### src/rtl/pit_pkg.sv
// Package: shared widths, command bit positions and the holding-word layout
// for the precision interval timer. Assumes a 4-bit rate code over 4 bases.
package pit_pkg;
    localparam int WORD_W    = 16;
    localparam int RATE_W    = 4;
    localparam int CNT_W     = 12;
    localparam int BYTE_W    = 8;
    localparam int CMD_W     = 8;
    localparam int NUM_BASES = 4;
    localparam int BASE_SEL_W = $clog2(NUM_BASES);
    localparam int DECADE    = 10;

    // Command byte bit positions
    localparam int CMD_ENB    = 0;
    localparam int CMD_DIS    = 1;
    localparam int CMD_ARM    = 2;
    localparam int CMD_DISARM = 3;
    localparam int CMD_GO     = 5;

    localparam logic [CMD_W-1:0] SENSE_OVF = 8'h08;

    typedef struct packed {
        logic [RATE_W-1:0] rate;
        logic [CNT_W-1:0]  count;
    } pit_word_t;

    // Lowest set bit of the rate code picks the timebase index
    function automatic logic [BASE_SEL_W-1:0] pick_base(input logic [RATE_W-1:0] r);
        logic [BASE_SEL_W-1:0] idx;
        idx = '0;
        for (int i = RATE_W - 1; i >= 0; i--) begin
            if (r[i]) idx = BASE_SEL_W'(i);
        end
        return idx;
    endfunction
endpackage

### src/rtl/pit_prescaler.sv
// Module: divides the system clock into single-cycle tick enables at 1 us
// and each following decade. Assumes CLKS_PER_US system clocks per us.
// A restart clears every stage so the next tick is a full period away.
module pit_prescaler #(
    parameter int CLKS_PER_US = 200,
    parameter int NUM_BASES   = pit_pkg::NUM_BASES,
    parameter int DECADE      = pit_pkg::DECADE
) (
    input  logic                 clk,
    input  logic                 rst_n,
    input  logic                 restart,
    output logic [NUM_BASES-1:0] tick
);
    localparam int US_W = (CLKS_PER_US > 1) ? $clog2(CLKS_PER_US) : 1;
    localparam logic [US_W-1:0] US_LAST = US_W'(CLKS_PER_US - 1);
    localparam int DEC_W = $clog2(DECADE);
    localparam logic [DEC_W-1:0] DEC_LAST = DEC_W'(DECADE - 1);

    logic [US_W-1:0] us_cnt;

    // Count system clocks within one microsecond
    always_ff @(posedge clk) begin
        if (!rst_n || restart)      us_cnt <= '0;
        else if (us_cnt == US_LAST) us_cnt <= '0;
        else                        us_cnt <= us_cnt + 1'b1;
    end

    assign tick[0] = (us_cnt == US_LAST);

    for (genvar g = 1; g < NUM_BASES; g++) begin : g_decade
        logic [DEC_W-1:0] dcnt;

        // Count ticks of the previous base, wrapping every decade
        always_ff @(posedge clk) begin
            if (!rst_n || restart) dcnt <= '0;
            else if (tick[g-1])    dcnt <= (dcnt == DEC_LAST) ? '0 : dcnt + 1'b1;
        end

        assign tick[g] = tick[g-1] && (dcnt == DEC_LAST);
    end

    if (CLKS_PER_US > 1) begin : g_chk
        // no tick in the cycle right after a restart
        assert_restart_quiet_R4: assert property (@(posedge clk) disable iff (!rst_n)
            restart |=> (tick == '0));
    end
endmodule

### src/rtl/pit_host_if.sv
// Module: channel side of the timer. Holds the holding word, the byte
// write and read pointers, and forms the read data from the live count.
// Assumes byte data arrives in wr_data[7:0]; halfword strobes win over byte.
module pit_host_if
    import pit_pkg::*;
(
    input  logic              clk,
    input  logic              rst_n,
    input  logic              wr_byte,
    input  logic              wr_half,
    input  logic [WORD_W-1:0] wr_data,
    input  logic              rd_byte,
    input  logic              rd_half,
    input  logic              clear_ptrs,
    input  logic [CNT_W-1:0]  cur_count,
    output logic [WORD_W-1:0] hold_word,
    output logic              wr_ptr,
    output logic [WORD_W-1:0] rd_data
);
    logic              rd_ptr;
    logic [WORD_W-1:0] cur_ext;

    // Load the holding word and step the write pointer
    always_ff @(posedge clk) begin
        if (!rst_n) begin
            hold_word <= '0;
            wr_ptr    <= 1'b0;
        end else begin
            if (wr_half) begin
                hold_word <= wr_data;
                wr_ptr    <= 1'b0;
            end else if (wr_byte) begin
                if (wr_ptr) hold_word[BYTE_W-1:0]      <= wr_data[BYTE_W-1:0];
                else        hold_word[WORD_W-1:BYTE_W] <= wr_data[BYTE_W-1:0];
                wr_ptr <= ~wr_ptr;
            end
            if (clear_ptrs) wr_ptr <= 1'b0;
        end
    end

    // Step the read pointer on byte reads
    always_ff @(posedge clk) begin
        if (!rst_n)             rd_ptr <= 1'b0;
        else if (clear_ptrs)    rd_ptr <= 1'b0;
        else if (rd_half)       rd_ptr <= 1'b0;
        else if (rd_byte)       rd_ptr <= ~rd_ptr;
    end

    // Select the whole count or one of its bytes for the channel
    always_comb begin
        cur_ext = WORD_W'(cur_count);
        if (rd_byte && !rd_half)
            rd_data = rd_ptr ? {{BYTE_W{1'b0}}, cur_ext[BYTE_W-1:0]}
                             : {{BYTE_W{1'b0}}, cur_ext[WORD_W-1:BYTE_W]};
        else
            rd_data = cur_ext;
    end

    // halfword write leaves the write pointer at zero
    assert_half_clears_wptr_R2: assert property (@(posedge clk) disable iff (!rst_n)
        wr_half |=> !wr_ptr);
    // a lone byte write flips the write pointer
    assert_byte_flips_wptr_R2: assert property (@(posedge clk) disable iff (!rst_n)
        (wr_byte && !wr_half && !clear_ptrs) |=> (wr_ptr != $past(wr_ptr)));
    // halfword read leaves the read pointer at zero
    assert_half_clears_rptr_R3: assert property (@(posedge clk) disable iff (!rst_n)
        rd_half |=> !rd_ptr);
    // start clears both pointers
    assert_start_clears_ptrs_R4: assert property (@(posedge clk) disable iff (!rst_n)
        clear_ptrs |=> (!wr_ptr && !rd_ptr));
endmodule

### src/rtl/pit_counter.sv
// Module: active interval register and live count. Decrements on the tick
// picked by the lowest set bit of the active rate, reloads from the holding
// word on expiry. Assumes start has priority over a tick in the same cycle.
module pit_counter
    import pit_pkg::*;
(
    input  logic                 clk,
    input  logic                 rst_n,
    input  logic                 start,
    input  logic [WORD_W-1:0]    hold_word,
    input  logic [NUM_BASES-1:0] tick,
    output logic [CNT_W-1:0]     cur_count,
    output logic                 expire
);
    pit_word_t active;
    pit_word_t hold;
    logic      running;
    logic      sel_tick;

    assign hold     = pit_word_t'(hold_word);
    assign running  = (active.rate != '0);
    assign sel_tick = tick[pick_base(active.rate)];
    assign expire   = running && sel_tick && !start && (cur_count <= CNT_W'(1));

    // Load on start, step down on the selected tick, reload on expiry
    always_ff @(posedge clk) begin
        if (!rst_n) begin
            active    <= '0;
            cur_count <= '0;
        end else if (start) begin
            active    <= hold;
            cur_count <= hold.count;
        end else if (running && sel_tick) begin
            if (cur_count <= CNT_W'(1)) begin
                active    <= hold;
                cur_count <= hold.count;
            end else begin
                cur_count <= cur_count - 1'b1;
            end
        end
    end

    // start copies the holding word
    assert_start_loads_R4: assert property (@(posedge clk) disable iff (!rst_n)
        start |=> (active == $past(hold)));
    // a stopped timer keeps its count
    assert_stopped_holds_R5: assert property (@(posedge clk) disable iff (!rst_n)
        (!running && !start) |=> $stable(cur_count));
    // expiry reloads the live count from the holding word
    assert_expire_reload_R7: assert property (@(posedge clk) disable iff (!rst_n)
        expire |=> (cur_count == $past(hold.count)));
endmodule

### src/rtl/pit_irq_ctl.sv
// Module: enable and arm flops, overflow flag, interrupt request and the
// sense-status result. Assumes a new expiry wins over a sense in one cycle.
module pit_irq_ctl
    import pit_pkg::*;
(
    input  logic             clk,
    input  logic             rst_n,
    input  logic             cmd_valid,
    input  logic [CMD_W-1:0] cmd_data,
    input  logic             start,
    input  logic             expire,
    input  logic             wr_ptr,
    input  logic             sense,
    output logic [CMD_W-1:0] status,
    output logic             irq
);
    logic enb, arm, ovf, req;

    // Update enable and arm on every command
    always_ff @(posedge clk) begin
        if (!rst_n) begin
            enb <= 1'b0;
            arm <= 1'b0;
        end else if (cmd_valid) begin
            if (cmd_data[CMD_ENB])         enb <= 1'b1;
            else if (cmd_data[CMD_DIS])    enb <= 1'b0;
            if (cmd_data[CMD_ARM])         arm <= 1'b1;
            else if (cmd_data[CMD_DISARM]) arm <= 1'b0;
        end
    end

    // Track a half-written value caught by an expiry
    always_ff @(posedge clk) begin
        if (!rst_n) ovf <= 1'b0;
        else begin
            if (start || sense)    ovf <= 1'b0;
            if (expire && wr_ptr)  ovf <= 1'b1;
        end
    end

    // Hold the interrupt request until sensed
    always_ff @(posedge clk) begin
        if (!rst_n) req <= 1'b0;
        else begin
            if (sense)         req <= 1'b0;
            if (expire && arm) req <= 1'b1;
        end
    end

    assign irq    = req && enb;
    assign status = (sense && ovf) ? SENSE_OVF : '0;

    // request only rises from an armed expiry
    assert_req_source_R9: assert property (@(posedge clk) disable iff (!rst_n)
        $rose(req) |-> $past(expire && arm));
    // overflow only rises from an expiry with the write pointer at 1
    assert_ovf_source_R8: assert property (@(posedge clk) disable iff (!rst_n)
        $rose(ovf) |-> $past(expire && wr_ptr));
    // sense without a new expiry clears flag and request
    assert_sense_clears_R8: assert property (@(posedge clk) disable iff (!rst_n)
        (sense && !expire) |=> (!ovf && !req));
endmodule

### src/rtl/prec_interval_timer.sv
// Module: top of the precision interval timer. Wires the channel side,
// prescaler, counter and interrupt control. Assumes one strobe per cycle
// from a well-behaved channel; a start command is cmd_valid with bit 5.
module prec_interval_timer
    import pit_pkg::*;
#(
    parameter int CLKS_PER_US = 200
) (
    input  logic        clk,
    input  logic        rst_n,
    input  logic        wr_byte,
    input  logic        wr_half,
    input  logic [15:0] wr_data,
    input  logic        rd_byte,
    input  logic        rd_half,
    output logic [15:0] rd_data,
    input  logic        cmd_valid,
    input  logic [7:0]  cmd_data,
    input  logic        sense,
    output logic [7:0]  status,
    output logic        irq
);
    logic                 start;
    logic [WORD_W-1:0]    hold_word;
    logic                 wr_ptr;
    logic [CNT_W-1:0]     cur_count;
    logic                 expire;
    logic [NUM_BASES-1:0] tick;

    assign start = cmd_valid && cmd_data[CMD_GO];

    pit_host_if u_host (
        .clk(clk), .rst_n(rst_n),
        .wr_byte(wr_byte), .wr_half(wr_half), .wr_data(wr_data),
        .rd_byte(rd_byte), .rd_half(rd_half), .clear_ptrs(start),
        .cur_count(cur_count), .hold_word(hold_word), .wr_ptr(wr_ptr),
        .rd_data(rd_data)
    );

    pit_prescaler #(.CLKS_PER_US(CLKS_PER_US)) u_pre (
        .clk(clk), .rst_n(rst_n), .restart(start), .tick(tick)
    );

    pit_counter u_cnt (
        .clk(clk), .rst_n(rst_n), .start(start), .hold_word(hold_word),
        .tick(tick), .cur_count(cur_count), .expire(expire)
    );

    pit_irq_ctl u_irq (
        .clk(clk), .rst_n(rst_n), .cmd_valid(cmd_valid), .cmd_data(cmd_data),
        .start(start), .expire(expire), .wr_ptr(wr_ptr), .sense(sense),
        .status(status), .irq(irq)
    );
endmodule

### config.mk
export PLATFORM = sky130hd
export DESIGN_NAME = prec_interval_timer
export DESIGN_NICKNAME = d
export VERILOG_FILES = /design/src/rtl/pit_pkg.sv /design/src/rtl/pit_prescaler.sv /design/src/rtl/pit_host_if.sv /design/src/rtl/pit_counter.sv /design/src/rtl/pit_irq_ctl.sv /design/src/rtl/prec_interval_timer.sv
export SDC_FILE = /design/constraint.sdc
export NUM_CORES = 1
export LEC_CHECK = 0
export BUFFER_PORTS_ARGS = -buffer_cell sky130_fd_sc_hd__buf_2
export CORE_MARGIN = 2
export CORE_UTILIZATION = 40
export DETAILED_ROUTE_END_ITERATION = 6
export SLEW_MARGIN = 40
export SYNTH_ARGS = -nofsm -noshare
export SYNTH_HDL_FRONTEND = slang
export SYNTH_HIERARCHICAL = 1
export SYNTH_SLANG_ARGS = --single-unit
### constraint.sdc
create_clock -name clk -period 2.8 [get_ports clk]
set_input_delay 0.14 -clock clk [delete_from_list [all_inputs] [get_ports clk]]
set_output_delay 0.14 -clock clk [all_outputs]
set_load 0.05 [all_outputs]
== After elaboration in Yosys (flattened, before gate mapping) ==
Cells that the tools add are included.

* Add/subtract/negate cells: 5
* Magnitude comparators: 2
* Equal/unequal tests: 5
* Mux-type cells: 30
* Bitwise operators: 3
* Reduce and logical (&&, ||, !) cells: 34

{| class="wikitable"
|+ Operator list
! cell !! count
|-
| $mux W16 || 6
|-
| $mux W12 || 3
|-
| $mux W8 || 3
|-
| $mux W4 || 4
|-
| $reduce_bool A2 Y1 || 8
|-
| $add A4 B1 Y4 const B || 3
|-
| $eq A4 B4 Y1 const B || 3
|-
| $le A12 B1 Y1 const B || 1
|-
| $logic_and A1 B1 Y1 || 12
|-
| $sub A12 B1 Y12 const B || 1
|-
| $reduce_and A2 Y1 || 5
|-
| $mux W1 || 9
|-
| $add A8 B1 Y8 const B || 1
|-
| $eq A8 B8 Y1 const B || 1
|-
| $mux W2 || 4
|-
| $reduce_or A3 Y1 || 2
|-
| $reduce_bool A4 Y1 || 1
|-
| $logic_not A1 Y1 || 3
|-
| $lt A2 B3 Y1 const B || 1
|-
| $not A1 Y1 || 3
|-
| $bmux W1 S2 || 1
|-
| $logic_or A1 B1 Y1 || 2
|-
| $ne A2 B2 Y1 const B || 1
|-
| $reduce_or A2 Y1 || 1
|}

* Register bits: 58
* Bits of input ports: 32
* Output and inout port bits: 25
* Word-level logic and storage cells: 93

== Logic depth before layout (Yosys ltp) ==
Gate-level depths: netlist of run 1.

* Depth in word-level cells: 11
* Depth in mapped cells: 11
* Depth with buffers taken out: 11

== Modules after synthesis ==
The synthesis of run 1 kept the hierarchy.

{| class="wikitable"
|+ Modules (own cells, without submodules)
! module !! instances !! cells an instance !! area each (µm²) !! sequential area each (µm²)
|-
| pit_counter || 1 || 124 || 1,048.5 || 320.3
|-
| pit_prescaler || 1 || 115 || 999.7 || 400.4
|-
| pit_host_if || 1 || 98 || 853.3 || 360.3
|-
| pit_irq_ctl || 1 || 25 || 225.2 || 80.1
|-
| prec_interval_timer || 1 || 1 || 6.3 || 0.0
|}

== Least setup slack after synthesis of run 1 ==
Ideal clock, no wire load.

* Path kind: reg2reg
* Start point: register u_pre.us_cnt[0]
* End point: register u_cnt.cur_count[0]
* Setup time: 0.060 ns
* Arrival: 2.334 ns
* Data required time: 2.740 ns
* Path slack: 0.407 ns
* Cell stages (with the launch flop): 12
* Buffers on the path: 1
* Clock period less this slack: 2.393 ns
* Cell sequence: dfxtp_1 ha_1 and4b_1 nand4_4 nor2_1 and4_1 nand2_1 o21ai_0 a21oi_2 buf_4 o21ai_0 o311a_1

* Longest elaborated chain between the ends: 8

{| class="wikitable"
|+ Ends and longest elaborated chain
! item !! RTL line !! text
|-
| start, declared || pit_prescaler.sv:19 || <nowiki>logic [US_W-1:0] us_cnt;</nowiki>
|-
| start signal, assigned || pit_prescaler.sv:25 || <nowiki>else us_cnt <= us_cnt + 1'b1;</nowiki>
|-
| $eq A8 B8 Y1 || pit_prescaler.sv:28 || <nowiki>assign tick[0] = (us_cnt == US_LAST);</nowiki>
|-
| $logic_and A1 B1 Y1 (3 in a row) || pit_prescaler.sv:39 || <nowiki>assign tick[g] = tick[g-1] && (dcnt == DEC_LAST);</nowiki>
|-
| net tick[3] || prec_interval_timer.sv:28 || <nowiki>logic [NUM_BASES-1:0] tick;</nowiki>
|-
| $bmux W1 S2 || pit_counter.sv:22 || <nowiki>assign sel_tick = tick[pick_base(active.rate)];</nowiki>
|-
| $mux W1 (implied by the code) || pit_counter.sv:22 ||
|-
| $logic_and A1 B1 Y1 || pit_counter.sv:33 || <nowiki>end else if (running && sel_tick) begin</nowiki>
|-
| $reduce_bool A2 Y1 (no line) || n/a ||
|-
| end signal, assigned || pit_counter.sv:32 || <nowiki>cur_count <= hold.count;</nowiki>
|-
| end signal, assigned || pit_counter.sv:36 || <nowiki>cur_count <= hold.count;</nowiki>
|-
| end signal, assigned || pit_counter.sv:38 || <nowiki>cur_count <= cur_count - 1'b1;</nowiki>
|-
| end, declared || pit_counter.sv:12 || <nowiki>output logic [CNT_W-1:0] cur_count,</nowiki>
|}

The timed path passes the listed nets, and every way through them passes these cells. The select of a mux whose other input is x is not followed.
A chain may end at the register's enable or synchronous reset.

== Final worst setup path of run 1 ==
* Start point: register u_pre.us_cnt[0]
* End point: register u_cnt.cur_count[4]

* Longest elaborated chain between the ends: 8

{| class="wikitable"
|+ Ends and longest elaborated chain
! item !! RTL line
|-
| $eq A8 B8 Y1 (*) || pit_prescaler.sv:28
|-
| net tick[0] || prec_interval_timer.sv:28
|-
| $logic_and A1 B1 Y1 (3 in a row) || pit_prescaler.sv:39
|-
| $bmux W1 S2 (*) || pit_counter.sv:22
|-
| $mux W1 (implied by the code) (*) || pit_counter.sv:22
|-
| $logic_and A1 B1 Y1 (*) || pit_counter.sv:33
|-
| $reduce_bool A2 Y1 (no line) (*) || n/a
|}

Mark *: on every way through the listed nets, which the timed path passes. The rest lies on a longest branch. The select of a mux whose other input is x is not followed.

==> results of run 1 <==
-- metrics by stage --
step | power, mW | area, um^2 | hold slack (ns) | instances
6_report | 3.01 | 3690 | 0.0468 | 520
5_1_grt | 3.18 | 3690 | 0.0482 | 520
4_1_cts | 3.03 | 3690 | 0.0461 | 520
3_5_place_dp | 2.04 | 3420 | 0.322 | 503
3_3_place_gp | 2.02 | 3420 | 0.321 | 503
2_1_floorplan | 1.85 | 3170 | 0.217 | 372
-- state kept, by name, summed over array words and instances, names as in the netlist --
register / cells
u_host/hold_word: 16
u_cnt/cur_count: 12
u_pre/g_decade.dcnt: 12
u_pre/us_cnt: 8
u_cnt/active: 4
u_host/rd_ptr: 1
u_host/wr_ptr: 1
u_irq/arm: 1
u_irq/enb: 1
u_irq/ovf: 1
u_irq/req: 1
-- how the worst max path moves through the flow --
stage,from,end,slack [ns],depth (start not counted)
after floorplan,u_pre/us_cnt[0],u_cnt/cur_count[0],0.41,11
after global placement,u_pre/us_cnt[0],u_cnt/cur_count[10],0.31,12
after detailed placement,u_pre/us_cnt[0],u_cnt/cur_count[10],0.30,12
after CTS,u_pre/us_cnt[0],u_cnt/cur_count[4],0.27,10
after global routing,u_pre/us_cnt[0],u_irq/req,0.01,12
final,u_pre/us_cnt[0],u_cnt/cur_count[4],0.28,10
-- power breakdown --
| part | leakage (nW) | switching [mW] | internal (mW) |
|---|---|---|---|
| sequential | 0.474 | 0.104 | 0.901 |
| clock | 0.129 | 0.334 | 0.637 |
| combinational | 0.922 | 0.663 | 0.372 |
| total | 1.53 | 1.10 | 1.91 |
-- logic make-up (layout without fill, tap and decap cells) --
logic type               Yosys count  count (layout)  synth area share [%]
buffers and inverters             36              82                  6.39
multiplexers                      17              17                  5.59
other                              2              11                 0.240
AO/OA/AOI/OAI                     92              92                  18.9
XOR/XNOR                          11              11                  3.08
adder cells (fa/ha/maj)            3               3                  1.20
flip-flops                        58              58                  37.1
AND/OR/NAND/NOR                  144             144                  27.6
-- area by class of cell --
class / instances / area share [%]
clock buffers: 11 / 4.11
clock inverters: 5 / 2.72
inverters: 14 / 1.43
multi-input cells: 278 / 49.0
flip-flops and latches: 58 / 31.5
well taps: 102 / 3.46
repair buffers: 52 / 7.81
-- cell usage in the layout (no fill, tap or decap), types with 3 or more instances in the layout --
cell type,synthesis,layout
o21ai_0,27,27
a21oi_1,27,27
nand4_1,5,5
and3_1,4,4
nor3_1,6,6
a31oi_1,3,3
xnor2_1,5,5
xor2_1,6,6
conb_1,2,11
nor4_1,3,3
buf_2,1,42
dfxtp_1,58,58
nor2_1,24,24
ha_1,3,3
or4_1,3,3
nand2b_1,8,8
mux2i_1,13,13
nor2b_1,12,12
nand3_1,17,17
and2_1,10,10
inv_1,14,14
clkbuf_8,0,11
a211oi_1,3,3
a31o_1,3,3
buf_4,15,9
bufinv_16,0,3
mux2_2,4,4
nand2_1,28,28
o211ai_1,4,4
-- routing by layer --
metal / GRT usage (%) / share of wire [%]
met1: 23.4 / 49
met2: 27.9 / 45
met3: 2.85 / 5.3
met4: 6.97 / 1.2
met5: 0 / 0
-- critical path: stages, from the launching register on --
cell and delay [ns]:
dfxtp_1 0.34, ha_1 0.21, and4b_1 0.24, buf_4 0.16
and2_2 0.20, nand2_1 0.07, o21ai_0 0.08, buf_4 0.15
a21oi_2 0.44, nand2b_1 0.36, o32ai_1 0.14
-- timing repair --
item                                   in CTS  in global routing
hold buffers                                1                  0
endpoints found under the hold margin       1                  0
setup endpoints to repair                   0                  0
==> results by group, run 1 <==
Status
  – Status: completed

Clock tree
  – Cts bufs inserted: 9
  – Skew-Pair Late Insertion Delay: about 0.33 ns
  – CTS HTree Levels: 3
  – TritonCTS clock tree: yes
  – Clk sinks: between 50 and 60
  – Post-CTS sizing: 0
  – Max clock buf depth: 2
  – Setup Buffers After CTS: 0
  – Clock-pin transition on the worst setup and hold timing paths: about 0.070 ns
  – Clock root cell: clkbuf_8

Routing
  – Via/cell ratio: between 5 and 6
  – DRC: 0
  – Total vias in the final route: 2702
  – Post-route ant nets: 0
  – Detailed Route Iter0 Violations: 155
  – Routed len/inst: about 14 um
  – Drt total wl: roughly 7200 um
  – Drt pass-1 iters: 4

Synth
  – Mapped Area: approximately 3100 um^2
  – Share of flip-flops with an asynchronous set or reset: 0%
  – Sequential share of the synthesized area: between 30% and 40%
  – Count of cell types in the netlist: 67
  – Largest area contributor in the netlist: dfxtp_1
  – Avg Cell Area, Syn: around 8.6 um^2
  – Synthesized instance count: 363
  – EDFF count, synth: 0
  – Most frequent cell after synthesis: dfxtp_1
  – Syn. warnings: 6
  – #FFs+latches synth: a little under 60
  – Synth area leaders: dfxtp_1 37%, a21oi_1 4.3%, o21ai_0 4.3%
  – Share of the synthesized area in the top cell type: between 30% and 40%
  – Top FF cell, synth: dfxtp_1
  – Commonest cells in the netlist: 58 x dfxtp_1, 28 x nand2_1, 27 x a21oi_1, 27 x o21ai_0, 24 x nor2_1

Cells and area
  – Share of layout cells above drive strength 1: between 20 and 25%
  – Fillcell total: ~740
  – Inserted Diodes: 0
  – Layout area overhead: 17.7%
  – Register area: between 1000 and 1500 um^2
  – Multi-input combinational cell area: between 1500 and 2000 um^2
  – Fin nets: approximately 450
  – Final core occ: approximately 48%

GRT
  – Number of global-route vias before repair: around 2500
  – First-pass GRT wire length: ~12000 um
  – GRT overflow: 0
  – Gr usage total: 17.4%
  – Largest net degree at the start of global routing: 37
  – Antenna violations before repair: 0

Timing
  – Min Tclk post-route: roughly 2.5 ns
  – RSZ-0062 raised after global routing: no
  – Slew Viols, Final: 0
  – Fin crit share: 89.9%
  – Slew @ Worst Pin: between 0.6 and 0.7 ns
  – Fmax achieved: about 400 MHz
  – Worst Slack Setup Final: roughly 0.28 ns
  – Final Setup Violations: 0
  – Max-slew headroom: about 53%
  – Setup TNS: 0 ns
  – Clock Skew: about 0.0064 ns
  – Final hold viol count: 0

Place
  – Setup slack at placement: 0.299 ns
  – Placed wire-length estimate: roughly 5200 um
  – RD Place Congestion: between 0.8 and 0.9
  – Port Buf Inserts: 42

Flow run
  – Maxcap violations: 0

Worst setup path
  – Kind of end point of the critical path: register
  – Crit Path Max Fanout: 12
  – Arrival time at the worst endpoint: between 2 and 3 ns
  – WP data required: 3.01 ns
  – CP startpoint kind: register
  – Worst flop-to-flop path startpoint: u_pre/us_cnt[0]
  – Crit Path Class: register to register
  – Worst r2r path cells: 10
  – FF-to-FF setup slack: about 0.28 ns
  – R2R Path End: u_cnt/cur_count[4]

Floorplanning
  – Die ar.: roughly 8600 um^2
  – Initial Utilization: around two fifths
  – Ports: 57
  – Die W: 92.5 um
  – Die Span Y: 92.5 um
  – Core Area: around 7600 um^2
  – Num rows: 32

Power and ir drop
  – Pwr/cell area: between 800 and 900 nW/um^2
  – Worst vdd ir: 0.000251 V
  – Leak: around 1.5 nW

Min path
  – HP Start: wr_half
  – Min-Delay Path Depth: 2
  – Worst min path class: input port to register
  – Hold path endpoint: u_host/wr_ptr
Note: power is estimated with default switching activity, not from simulation.
==> inputs of run 2 (changes only) <==
--- a/config.mk
+++ b/config.mk
@@ -7,8 +7,9 @@
 export LEC_CHECK = 0
 export BUFFER_PORTS_ARGS = -buffer_cell sky130_fd_sc_hd__buf_2
 export CORE_MARGIN = 2
-export CORE_UTILIZATION = 40
+export CORE_UTILIZATION = 50
 export DETAILED_ROUTE_END_ITERATION = 6
+export PLACE_DENSITY = 0.73
 export SLEW_MARGIN = 40
 export SYNTH_ARGS = -nofsm -noshare
 export SYNTH_HDL_FRONTEND = slang
==> results by group, run 2 (synthesis gave the netlist of run 1 again) <==
Timing
  – Clock Skew: 0.00605 ns (-0.000299 ns)
  – Fmax achieved: 408 MHz (+2.7%)
  – Final Setup Violations: 0 (unchanged)
  – Setup TNS: 0 ns (unchanged)
  – RSZ-0062 raised after global routing: no
  – Fin crit share: 87.5% (-2.4 points)
  – Max-slew headroom: 55.0% (+2.1 points)
  – Slew @ Worst Pin: 0.669 ns (-0.0306 ns)
  – Slew Viols, Final: 0 (unchanged)
  – Final hold viol count: 0 (unchanged)
  – Min Tclk post-route: 2.45 ns (-0.0673 ns)

Floorplanning
  – Ports: 57 (unchanged)
  – Die W: 83.2 um (-10%)
  – Initial Utilization: 52.3% (+11 points)
  – Num rows: 28 (-13%)
  – Die ar.: 6920 um^2 (-19%)
  – Core Area: 5990 um^2 (-22%)
  – Die Span Y: 83.2 um (-10%)

Place
  – Cells after DPL: 474 (-5.8%)
  – RD Place Congestion: 0.843 (+3.7%)
  – Placed wire-length estimate: 4770 um (-7.9%)
  – Port Buf Inserts: 42 (unchanged)

Clock tree
  – Clock-pin transition on the worst setup and hold timing paths: 0.06 ns (about the same)
  – CTS HTree Levels: 3 (unchanged)
  – Cts bufs inserted: 9 (unchanged)
  – Post-CTS sizing: 0 (unchanged)
  – Clock root cell: clkbuf_8
  – Max clock buf depth: 2 (unchanged)
  – Clk sinks: 58 (unchanged)
  – Skew-Pair Late Insertion Delay: 0.33 ns (about the same)
  – TritonCTS clock tree: yes

Worst setup path
  – CP Cell Sequence: ha_1, and4b_1, buf_4, and2_2, nand2_1, o21ai_0, buf_4, a21oi_2, buf_4, a21oi_1, o221a_1
  – Crit Path Class: register to register
  – Crit path top cell by count: buf_4
  – Kind of end point of the critical path: register
  – FF-to-FF setup slack: 0.35 ns (+0.07 ns)
  – WP data required: 3.03 ns (+0.02 ns)
  – CP startpoint kind: register
  – Crit Path Max Fanout: 10 (-2)
  – Critical path's slowest cell: a21oi_2
  – Crit-path max cell delay: 0.37 ns (-0.07 ns)
  – Arrival time at the worst endpoint: 2.68 ns (-0.05 ns)

Routing
  – Drt total wl: 6620 um (-7.6%)
  – Routed len/inst: 13.5 um (-1.9%)
  – Post-route ant nets: 0 (unchanged)
  – Drt pass-1 iters: 4 (unchanged)
  – Via/cell ratio: 5.54 (+6.6%)
  – DRC: 0 (unchanged)
  – Total vias in the final route: 2713 (+0.41%)
  – Detailed Route Iter0 Violations: 122 (-21%)

GRT
  – First-pass GRT wire length: 11300 um (-4.9%)
  – Antenna violations before repair: 0 (unchanged)
  – Number of global-route vias before repair: 2483 (-2.0%)
  – Largest net degree at the start of global routing: 49 (+32%)
  – Gr usage total: 19.8% (+2.4 points)
  – GRT overflow: 0 (unchanged)

Cells and area
  – Largest register FFs: 16 (unchanged)
  – Final core occ: 60.0% (+12 points)
  – Layout Cells excl Fill: 490 (-5.8%)
  – Fin nets: 446 (-0.45%)
  – Top Registers: u_host/hold_word (16), u_cnt/cur_count (12), u_pre/g_decade.dcnt (12)
  – Share of layout cells above drive strength 1: 21.2% (-0.57 points)
  – Layout area overhead: 14.7%
  – Inserted Diodes: 0 (unchanged)
  – Most frequent cells in the layout: 58 x dfxtp_1, 42 x buf_2, 28 x nand2_1
  – Leading cell type in the layout, fill and taps excluded: dfxtp_1
  – Reg with most FFs: u_host/hold_word
  – Fillcell total: 531 (-28%)

Power and ir drop
  – Worst vdd ir: 0.000425 V (+70%)
  – Leak: 1.49 nW (-2.2%)
  – Power, Total: 2.81 mW (-6.5%)
  – Pwr/cell area: 783 nW/um^2 (-4.1%)

Min path
  – Worst min path class: input port to register

Status
  – Status: completed

Flow run
  – Maxcap violations: 0 (unchanged)
## run 2: layout make-up
type	instances	area, um^2	share of cell area, %
clock inverters	2	35.0	0.975
inverters	14	52.6	1.46
flip-flops and latches	58	1160	32.3
clock buffers	13	169	4.70
well taps	75	93.8	2.61
repair buffers	50	273	7.59
multi-input cells	278	1810	50.3
## run 2: worst max-delay path: cells and delay by family, from the launching register on
kind | cells | cell delay, ns
adders and majority gates | 1 | 0.21
AOI/OAI and AO/OA | 4 | 0.72
buffers and inverters | 3 | 0.56
and+or+nand+nor | 3 | 0.50
DFF | 1 | 0.34
## run 2: final timing paths
kind | startpoint | end | depth (start not counted)
max | u_pre/us_cnt[0] | u_cnt/cur_count[10] | 11
min | wr_half | u_host/wr_ptr | 2
max reg2reg | u_pre/us_cnt[0] | u_cnt/cur_count[10] | 11
min reg2reg | u_host/hold_word[6] | u_host/hold_word[6] | 2
## run 2: per-layer routing
metal	GRT usage, %	routed length, um
met2	29.5	2840
met4	9.09	137
met1	27.7	3250
met5	0	0
met3	3.68	391
## run 2: timing repair
action	4_1_cts	5_1_grt
hold buffers	1	0
endpoints found under the hold margin	1	0
setup buffers	0	0
## run 2: through the flow
step	setup slack, ns	instance area [um^2]	hold WS [ns]
finish	0.349	3590	0.0179
global route	0.0829	3590	0.0324
CTS	0.334	3590	0.00728
detailed placement	0.358	3380	0.321
global placement	0.364	3380	0.320
floorplan	0.407	3170	0.217
## run 2: power by group
part	leakage (nW)	internal, mW	switching [mW]	total [mW]
Sequential	0.474	0.902	0.107	1.01
Combinational	0.913	0.371	0.646	1.02
Clock	0.106	0.478	0.310	0.788
